$ cat config.mk
export PLATFORM = sky130hd
export DESIGN_NAME = mclk_phase_gen
export DESIGN_NICKNAME = d
export VERILOG_FILES = /design/src/rtl/mclk_phase_pkg.sv /design/src/rtl/mclk_off_clamp.sv /design/src/rtl/mclk_cpu_seq.sv /design/src/rtl/mclk_dot_div.sv /design/src/rtl/mclk_phase_gen.sv
export SDC_FILE = /design/constraint.sdc
export NUM_CORES = 1
export LEC_CHECK = 0
export ABC_AREA = 1
export BUFFER_PORTS_ARGS = -buffer_cell sky130_fd_sc_hd__buf_2
export CELL_PAD_IN_SITES_DETAIL_PLACEMENT = 0
export CELL_PAD_IN_SITES_GLOBAL_PLACEMENT = 1
export CORE_MARGIN = 1
export CORE_UTILIZATION = 41
export CTS_BUF_LIST = sky130_fd_sc_hd__clkbuf_4 sky130_fd_sc_hd__clkbuf_8
export CTS_CLUSTER_SIZE = 25
export DETAILED_ROUTE_END_ITERATION = 12
export PLACE_DENSITY = 0.88
export SLEW_MARGIN = 20
export SYNTH_ARGS = -nofsm -noshare
export SYNTH_HDL_FRONTEND = slang
export SYNTH_SLANG_ARGS = --single-unit
export TNS_END_PERCENT = 100
$ cat constraint.sdc
create_clock -name clk -period 5.3 [get_ports clk]
set_clock_uncertainty 0.15 [all_clocks]
set_input_delay 0.53 -clock clk [delete_from_list [all_inputs] [get_ports clk]]
set_output_delay 0.53 -clock clk [all_outputs]
set_load 0.05 [all_outputs]
$ cat src/rtl/mclk_phase_pkg.sv
package mclk_phase_pkg;

  localparam int CNT_W = 5;

  localparam logic [CNT_W-1:0] ONE = CNT_W'(1);
  localparam logic [CNT_W-1:0] TWO = CNT_W'(2);

  // per-region constants: processor divider, nominal first half, dot divider
  localparam logic [CNT_W-1:0] R0_CPU_DIV = CNT_W'(12);
  localparam logic [CNT_W-1:0] R0_HALF    = CNT_W'(6);
  localparam logic [CNT_W-1:0] R0_DOT_DIV = CNT_W'(4);
  localparam logic [CNT_W-1:0] R1_CPU_DIV = CNT_W'(16);
  localparam logic [CNT_W-1:0] R1_HALF    = CNT_W'(8);
  localparam logic [CNT_W-1:0] R1_DOT_DIV = CNT_W'(5);
  localparam logic [CNT_W-1:0] R2_CPU_DIV = CNT_W'(15);
  localparam logic [CNT_W-1:0] R2_HALF    = CNT_W'(7);
  localparam logic [CNT_W-1:0] R2_DOT_DIV = CNT_W'(5);

  typedef struct packed {
    logic [CNT_W-1:0] cpu_div;
    logic [CNT_W-1:0] half;
    logic [CNT_W-1:0] dot_div;
  } region_cfg_t;

  typedef enum logic [1:0] {PH_WAIT, PH_FIRST, PH_SECOND} cyc_phase_t;

  function automatic region_cfg_t region_cfg(input logic [1:0] sel);
    region_cfg_t c;
    case (sel)
      2'd1:    c = '{cpu_div: R1_CPU_DIV, half: R1_HALF, dot_div: R1_DOT_DIV};
      2'd2:    c = '{cpu_div: R2_CPU_DIV, half: R2_HALF, dot_div: R2_DOT_DIV};
      default: c = '{cpu_div: R0_CPU_DIV, half: R0_HALF, dot_div: R0_DOT_DIV};
    endcase
    return c;
  endfunction

endpackage

$ cat src/rtl/mclk_off_clamp.sv
module mclk_off_clamp
  import mclk_phase_pkg::*;
#(
  parameter int OFF_W = 5
) (
  input  logic [OFF_W-1:0] off_i,
  input  logic [CNT_W-1:0] div_i,
  output logic [CNT_W-1:0] off_o
);
  localparam int XW = OFF_W + CNT_W;

  logic [XW-1:0] off_x;
  logic [XW-1:0] div_x;

  assign off_x = XW'(off_i);
  assign div_x = XW'(div_i);
  assign off_o = (off_x >= div_x) ? (div_i - ONE) : off_x[CNT_W-1:0];
endmodule

$ cat src/rtl/mclk_cpu_seq.sv
module mclk_cpu_seq
  import mclk_phase_pkg::*;
#(
  parameter int OFF_W = 5
) (
  input  logic             clk,
  input  logic             rst,
  input  logic [CNT_W-1:0] cpu_div_i,
  input  logic [CNT_W-1:0] half_i,
  input  logic [OFF_W-1:0] off_i,
  input  logic             rd_i,
  output logic             start_o,
  output logic             end_o
);
  cyc_phase_t       ph;
  logic [CNT_W-1:0] cnt;
  logic [CNT_W-1:0] off_c;
  logic             rd_q;
  logic [CNT_W-1:0] second_m1;

  mclk_off_clamp #(.OFF_W(OFF_W)) i_clamp (
    .off_i(off_i), .div_i(cpu_div_i), .off_o(off_c)
  );

  // second half minus one: read lengthens it by a tick, write shortens it
  assign second_m1 = rd_q ? (cpu_div_i - half_i) : (cpu_div_i - half_i - TWO);

  always_ff @(posedge clk) begin
    if (rst) begin
      ph      <= PH_WAIT;
      cnt     <= off_c;
      rd_q    <= 1'b1;
      start_o <= 1'b0;
      end_o   <= 1'b0;
    end else begin
      start_o <= 1'b0;
      end_o   <= 1'b0;
      if (cnt != '0) begin
        cnt <= cnt - ONE;
      end else if (ph == PH_FIRST) begin
        end_o <= 1'b1;
        ph    <= PH_SECOND;
        cnt   <= second_m1;
      end else begin
        start_o <= 1'b1;
        ph      <= PH_FIRST;
        rd_q    <= rd_i;
        cnt     <= rd_i ? (half_i - TWO) : half_i;
      end
    end
  end
endmodule

$ cat src/rtl/mclk_dot_div.sv
module mclk_dot_div
  import mclk_phase_pkg::*;
#(
  parameter int OFF_W = 3
) (
  input  logic             clk,
  input  logic             rst,
  input  logic [CNT_W-1:0] dot_div_i,
  input  logic [OFF_W-1:0] off_i,
  output logic             dot_o
);
  logic [CNT_W-1:0] cnt;
  logic [CNT_W-1:0] off_c;

  mclk_off_clamp #(.OFF_W(OFF_W)) i_clamp (
    .off_i(off_i), .div_i(dot_div_i), .off_o(off_c)
  );

  always_ff @(posedge clk) begin
    if (rst) begin
      cnt   <= off_c;
      dot_o <= 1'b0;
    end else if (cnt == '0) begin
      cnt   <= dot_div_i - ONE;
      dot_o <= 1'b1;
    end else begin
      cnt   <= cnt - ONE;
      dot_o <= 1'b0;
    end
  end
endmodule

$ cat src/rtl/mclk_phase_gen.sv
module mclk_phase_gen
  import mclk_phase_pkg::*;
#(
  parameter int CPU_OFF_W = 5,
  parameter int DOT_OFF_W = 3
) (
  input  logic                 clk,
  input  logic                 rst,
  input  logic [1:0]           region_sel_i,
  input  logic                 rd_i,
  input  logic [CPU_OFF_W-1:0] cpu_off_i,
  input  logic [DOT_OFF_W-1:0] dot_off_i,
  output logic                 cyc_start_o,
  output logic                 cyc_end_o,
  output logic                 dot_en_o
);
  logic [1:0]  region_q;
  region_cfg_t cfg;

  always_ff @(posedge clk) begin
    if (rst) region_q <= region_sel_i;
  end

  // during reset the offsets are clamped against the region being captured
  assign cfg = region_cfg(rst ? region_sel_i : region_q);

  mclk_cpu_seq #(.OFF_W(CPU_OFF_W)) i_cpu (
    .clk(clk), .rst(rst), .cpu_div_i(cfg.cpu_div), .half_i(cfg.half),
    .off_i(cpu_off_i), .rd_i(rd_i), .start_o(cyc_start_o), .end_o(cyc_end_o)
  );

  mclk_dot_div #(.OFF_W(DOT_OFF_W)) i_dot (
    .clk(clk), .rst(rst), .dot_div_i(cfg.dot_div), .off_i(dot_off_i), .dot_o(dot_en_o)
  );
endmodule

Word level (Yosys, flattened, before mapping):

Cells that the tools add are included.
Widths: inputs -> output; s select.

* bits in registers: 18
* output and inout port bits: 3
* input port bits: 13

* order comparisons: 2
* equality and inequality tests: 3
* muxes and demuxes: 15
* bitwise operators: 2
* reductions and logical operators: 4
* add/sub/neg operators: 7

Operators with widths (number)
* $mux 5: 9
* $pmux 15 s2: 1
* $sub 5x1->5 const B: 4
* $sub 5x2->5 const B: 2
* $ge 3x5->1: 1
* $ge 5x5->1: 1
* $logic_not 5->1: 1
* $reduce_bool 5->1: 1
* $sub 5x5->5: 1
* $eq 2x1->1 const B: 2
* $mux 2: 2
* $mux 1: 3
* $eq 2x2->1 const B: 1
* $not 1->1: 2
* $reduce_and 2->1: 1
* $reduce_or 2->1: 1

Depth between registers and ports, before layout:

* depth after elaboration: 9
* gate-level depth with buffers: 14
* gate-level depth less buffers: 14

Hierarchy:

Synthesis repeated with hierarchy kept, for this count alone.

* cell total of the unflattened synthesis: 301
* area total of the unflattened synthesis: 1939.4 sq um

By module, submodules not included
* mclk_cpu_seq: cells an instance 139, area each 905.9 sq um, times used 1
* mclk_dot_div: cells an instance 54, area each 359.1 sq um, times used 1
* mclk_off_clamp at i_cpu.i_clamp: cells an instance 50, area each 301.5 sq um, times used 1
* mclk_off_clamp at i_dot.i_clamp: cells an instance 32, area each 216.5 sq um, times used 1
* mclk_phase_gen: cells an instance 26, area each 156.4 sq um, times used 1

Least setup slack after synthesis:

No wires, ideal clock.

* path type: input -> register
* start: in rst
* end: reg i_cpu.cnt[1]
* arrival time: 2.091 ns
* setup time: 0.116 ns
* path buffers: 0
* data required time: 5.034 ns
* setup slack: 2.943 ns
* stages on the path: 12
* cells stage by stage: inv_2 -> or2_1 -> o21ai_0 -> inv_1 -> ha_1 -> ha_1 -> nand2_1 -> inv_1 -> nand2_1 -> nand3_2 -> o21ai_0 -> nand2_1

* longest elaborated chain between the ends: 9
* elaborated cells on any way between the ends: 15
* classes of those cells: add/sub (4); order compare (1); eq/ne (2); mux (8)

RTL lines
* start: declaration: line mclk_phase_gen.sv:8 `input logic rst,`
* $mux 2
* $eq 2x2->1 or $eq 2x1->1 (tied branches): line mclk_phase_pkg.sv:29 `case (sel)`
* $pmux 15 s2: line mclk_phase_pkg.sv:29
* $sub 5x5->5: line mclk_cpu_seq.sv:26 `assign second_m1 = rd_q ? (cpu_div_i - half_i) : (cpu_div_i - half_i - TWO);`
* $sub 5x2->5: line mclk_cpu_seq.sv:26
* $mux 5: line mclk_cpu_seq.sv:26
* $mux 5: line mclk_cpu_seq.sv:40 `end else if (ph == PH_FIRST) begin`
* $mux 5: line mclk_cpu_seq.sv:38 `if (cnt != '0) begin`
* $mux 5 *: line mclk_cpu_seq.sv:29 `if (rst) begin`
* end signal: assignment: line mclk_cpu_seq.sv:39 `cnt <= cnt - ONE;`
* end signal: assignment: line mclk_cpu_seq.sv:43 `cnt <= second_m1;`
* end signal: assignment: line mclk_cpu_seq.sv:48 `cnt <= rd_i ? (half_i - TWO) : half_i;`
* end: declaration: line mclk_cpu_seq.sv:16 `logic [CNT_W-1:0] cnt;`

Every way passes the cells marked *; elsewhere a longest branch is shown, timed or not.
A chain may end at the register's enable or synchronous reset.

Worst setup path after layout:

* start: in rst
* end: reg i_cpu.cnt[4]

The elaborated chain is that of the path after synthesis.

==> summary.md <==
| Metric | Value |
|---|---|
| Setup violators final | 0 |
| Final cell count without fillers | 235 |
| Hold Crit Start | dot_off_i[1] |
| 1st-iter DRT viols | 36 |
| Area share of fa/ha/maj cells after synthesis | between 10% and 20% |
| Slowest cell on the critical path | ha_1 |
| Largest net degree at the start of global routing | 16 |
| Synth cell count leaders | 65 x nand2_1, 29 x inv_1, 18 x dfxtp_1 |
| Postcts setup bufs | 0 |
| Die X | around 57 µm |
| CP max stage delay | between 0.3 and 0.4 ns |
| CTS tree | yes |
| R2R setup slack | roughly 3 ns |
| Area share of the largest cell type after synthesis | 28.7% |
| Placed Cells incl. Taps | 231 |
| CTS H-tree depth | 1 |
| Synth Area in XOR/XNOR | 0.697% |
| CP max FO | 15 |
| Critical Path End Type | register |
| Unrepaired setup endpoints after global routing | no |
| Register area | about 360 µm² |
| Fillers | 289 |
| GR Overflow Total | 0 |
| Post-DP HPWL | 2000 µm |
| Clk Tree Root Cell | clkbuf_4 |
| Max-slew violations | 0 |
| Grt met3 use | under 10% |
| CTS Hold Buffers Added | 0 |
| Main combinational cell family by area after synthesis | simple AND/OR/NAND/NOR gates |
| Antenna violations before repair | 0 |
| Combinational power share | 38.4% |
| Worst hold path depth | 3 |
| Power per Cell Area | around 310 mW/mm² |
| DIE HEIGHT | approximately 57 µm |
| Leakage | 0.781 nW |
| Setup TNS | 0 ns |
| Minimum clock period | 2.71 ns |
| Main area contributors after synthesis | dfxtp_1 29%, nand2_1 19%, ha_1 13%, inv_1 8.7%, nand3_1 4.8% |
| Syn nets | roughly 210 |
| Switch Pwr | approximately 0.16 mW |
| Simple-gate share of the synthesized area | approximately two fifths |
| Top delay family on crit path | simple AND/OR/NAND/NOR gates |
| Required @ worst endpoint | 5.35 ns |
| Vias per cell | ~4.9 |
| Fmax | approximately 370 MHz |
| Post-DRT Antenna Nets | 0 |
| Multi-input gate area | 762 µm² |
| Cts bufs inserted | 3 |
| Worst-path clk slew | about 0.10 ns |
| Worst Path Buf+Inv | 3 |
| Vias in the first global route | between 1000 and 1500 |
| Seq pwr share | 41.0% |
| First-pass GRT wire length | around 4600 µm |
| Mux cell area share after synthesis | 0% |
| Mapped Avg Cell Area | ~6.7 µm² |
| Wire length per cell | 10.7 µm |
| PostCTS Resize Cnt | 0 |
| Full die area | 0.00329 mm² |
| Worst min path class | in2reg |
| Worst vdd ir | about 0.00018 V |
| Register area share after synthesis | ~29% |
| Number of flops mapped to enable cells by yosys | 0 |
| CP Cell Sequence | buf_2, inv_2, or2_1, o21ai_0, inv_1, ha_1, ha_1, nand2_1, nor2_1, nand2_1, nand3_2, nand2_1, nand3_1, nand2_1 |
| Crit Path Category | in2reg |
| Total GRT Usage | 17.5% |
| Startpoint Class | input pin |
| Worst Tran Pin Value | between 0.3 and 0.4 ns |
| Worst reg2reg path endpoint | i_cpu.cnt[4] |
| GPL Wtd Cong | around 0.84 |
| Max Buffers Root-to-Sink | 2 |
| Residual DRC | 0 |
| Period utilization | ~51% |
| PortBufs | 15 |
| Area growth syn-to-layout | 10.1% |
| Synthesized instance count | roughly 190 |
| Post-synth top area cell | dfxtp_1 |
| Layer with the highest usage | met2 |
| Cell variety after synth | 23 |
| # nets final | approximately 230 |
| P_int | ~0.26 mW |
| Ant diodes | 0 |
| Post-Route WL | 2510 µm |
| Hold Vio Cnt, Final | 0 |
| Drt pass-1 iters | 5 |
| FFs w/ async S/R, synth | 0% |
| Num Clock Sinks | 18 |
| Count leader, synth | nand2_1 |
| Clock power share | 20.6% |
| Met2 usage | 28.9% |
| Crit path top cell by count | nand2_1 |
| Worst skew pair latency | 0.30 ns |
| Initial Util | approximately 44% |
| Number of max-cap violations | 0 |
| Main synth FF type | dfxtp_1 |
| Cell Rows | 19 |
| Worst Hold End | i_dot.cnt[1] |
| Ys Warns | 0 |
| Post-synthesis compound-gate area fraction | ~6% |
| Status | finished, final reports clean |
| Via count | ~1100 |
| Post-Syn Area | 0.00126 mm² |
| Seq cells post-synth | 18 |
| Crit. Startpoint | rst |
| Layout cell share with drive strength beyond 1 | approximately 15% |
| Max_slew headroom | approximately three quarters |
| Crit path DAT | approximately 2.8 ns |
| Core Box Area | 0.00283 mm² |
| Sw frac | between 30% and 40% |
| Reg2reg start | region_q[0] |
| GRT met1 Usage | between 20% and 30% |
| Reg2Reg Depth | 11 |
| # IOs | 16 |
## metrics by stage
step           area, µm²  hold slack (ns)  setup slack [ns]  total power [mW]  util, %
2_1_floorplan       1260            0.290              2.94             0.309        -
3_3_place_gp        1350            0.307              2.32             0.338     47.7
3_5_place_dp        1350            0.305              2.26             0.343     47.7
4_1_cts             1390            0.313              2.59             0.430     49.0
5_1_grt             1390            0.339              2.31             0.464     49.0
6_report            1390            0.306              2.59             0.427     49.0
## sequential cells by signal, summed over array words and instances, names as in the netlist
| signal | cells |
|---|---|
| i_cpu.cnt | 5 |
| i_cpu.end_o | 1 |
| i_cpu.ph | 2 |
| i_cpu.rd_q | 1 |
| i_cpu.start_o | 1 |
| i_dot.cnt | 5 |
| i_dot.dot_o | 1 |
| region_q | 2 |
## routing by layer
metal,wire (µm),part of all wire [%],up-vias
met5,0,0,-
met4,27,1.1,0
met3,74,3.0,4
met2,1110,44,17
met1,1300,52,500
li1,-,-,619
## cells by family after synthesis
family,after synthesis
flip-flops,18
AO/OA/AOI/OAI,13
AND/OR/NAND/NOR,110
buffers and inverters,32
adder cells (fa/ha/maj),13
XOR/XNOR,1
## worst min-delay path: cells and delay by family
family                 cells  cell delay [ns]
AOI/OAI and AO/OA          1             0.06
and+or+nand+nor            1             0.05
buffers and inverters      1             0.08
## cell type report
| type | count | share of cell area, % |
|---|---|---|
| multi-input combinational | 137 | 55.0 |
| sequential | 18 | 26.0 |
| tap | 31 | 2.80 |
| clock buffer | 4 | 2.62 |
| inverter | 30 | 8.13 |
| timing repair buffer | 15 | 5.42 |
## power by group through the flow
| stage | Clock, mW | Sequential (mW) | Combinational, mW |
|---|---|---|---|
| after floorplan | 0 | 0.183 | 0.126 |
| after global placement | 0 | 0.178 | 0.161 |
| after detailed placement | 0 | 0.179 | 0.164 |
| after CTS | 0.0891 | 0.175 | 0.166 |
| after global routing | 0.0922 | 0.178 | 0.194 |
| final | 0.0880 | 0.175 | 0.164 |
## placed cells by master, fill, tap and decap left out, types with 2 or more instances in the layout
master    netlist  routed
buf_2           0      15
nand2_1        65      65
nor2_2          2       2
nand3_1        12      12
inv_1          29      29
clkbuf_4        0       3
dfxtp_1        18      18
nor3_1          4       4
nand2_2         2       2
o21ai_0         8       8
a21oi_1         2       2
nor2_1         11      11
ha_1           13      13
nor2_4          4       4
or2_1           3       3
nand4_1         4       4
## how the worst max path moves through the flow
stage,depth (start not counted),end,slack [ns]
after detailed placement,13,i_cpu.cnt[1],2.26
after CTS,14,i_dot.cnt[1],2.59
after floorplan,12,i_cpu.cnt[1],2.94
after global routing,14,i_cpu.cnt[4],2.31
after global placement,13,i_cpu.cnt[1],2.32
final,14,i_cpu.cnt[4],2.59
Note: power is estimated with default switching activity, not from simulation.
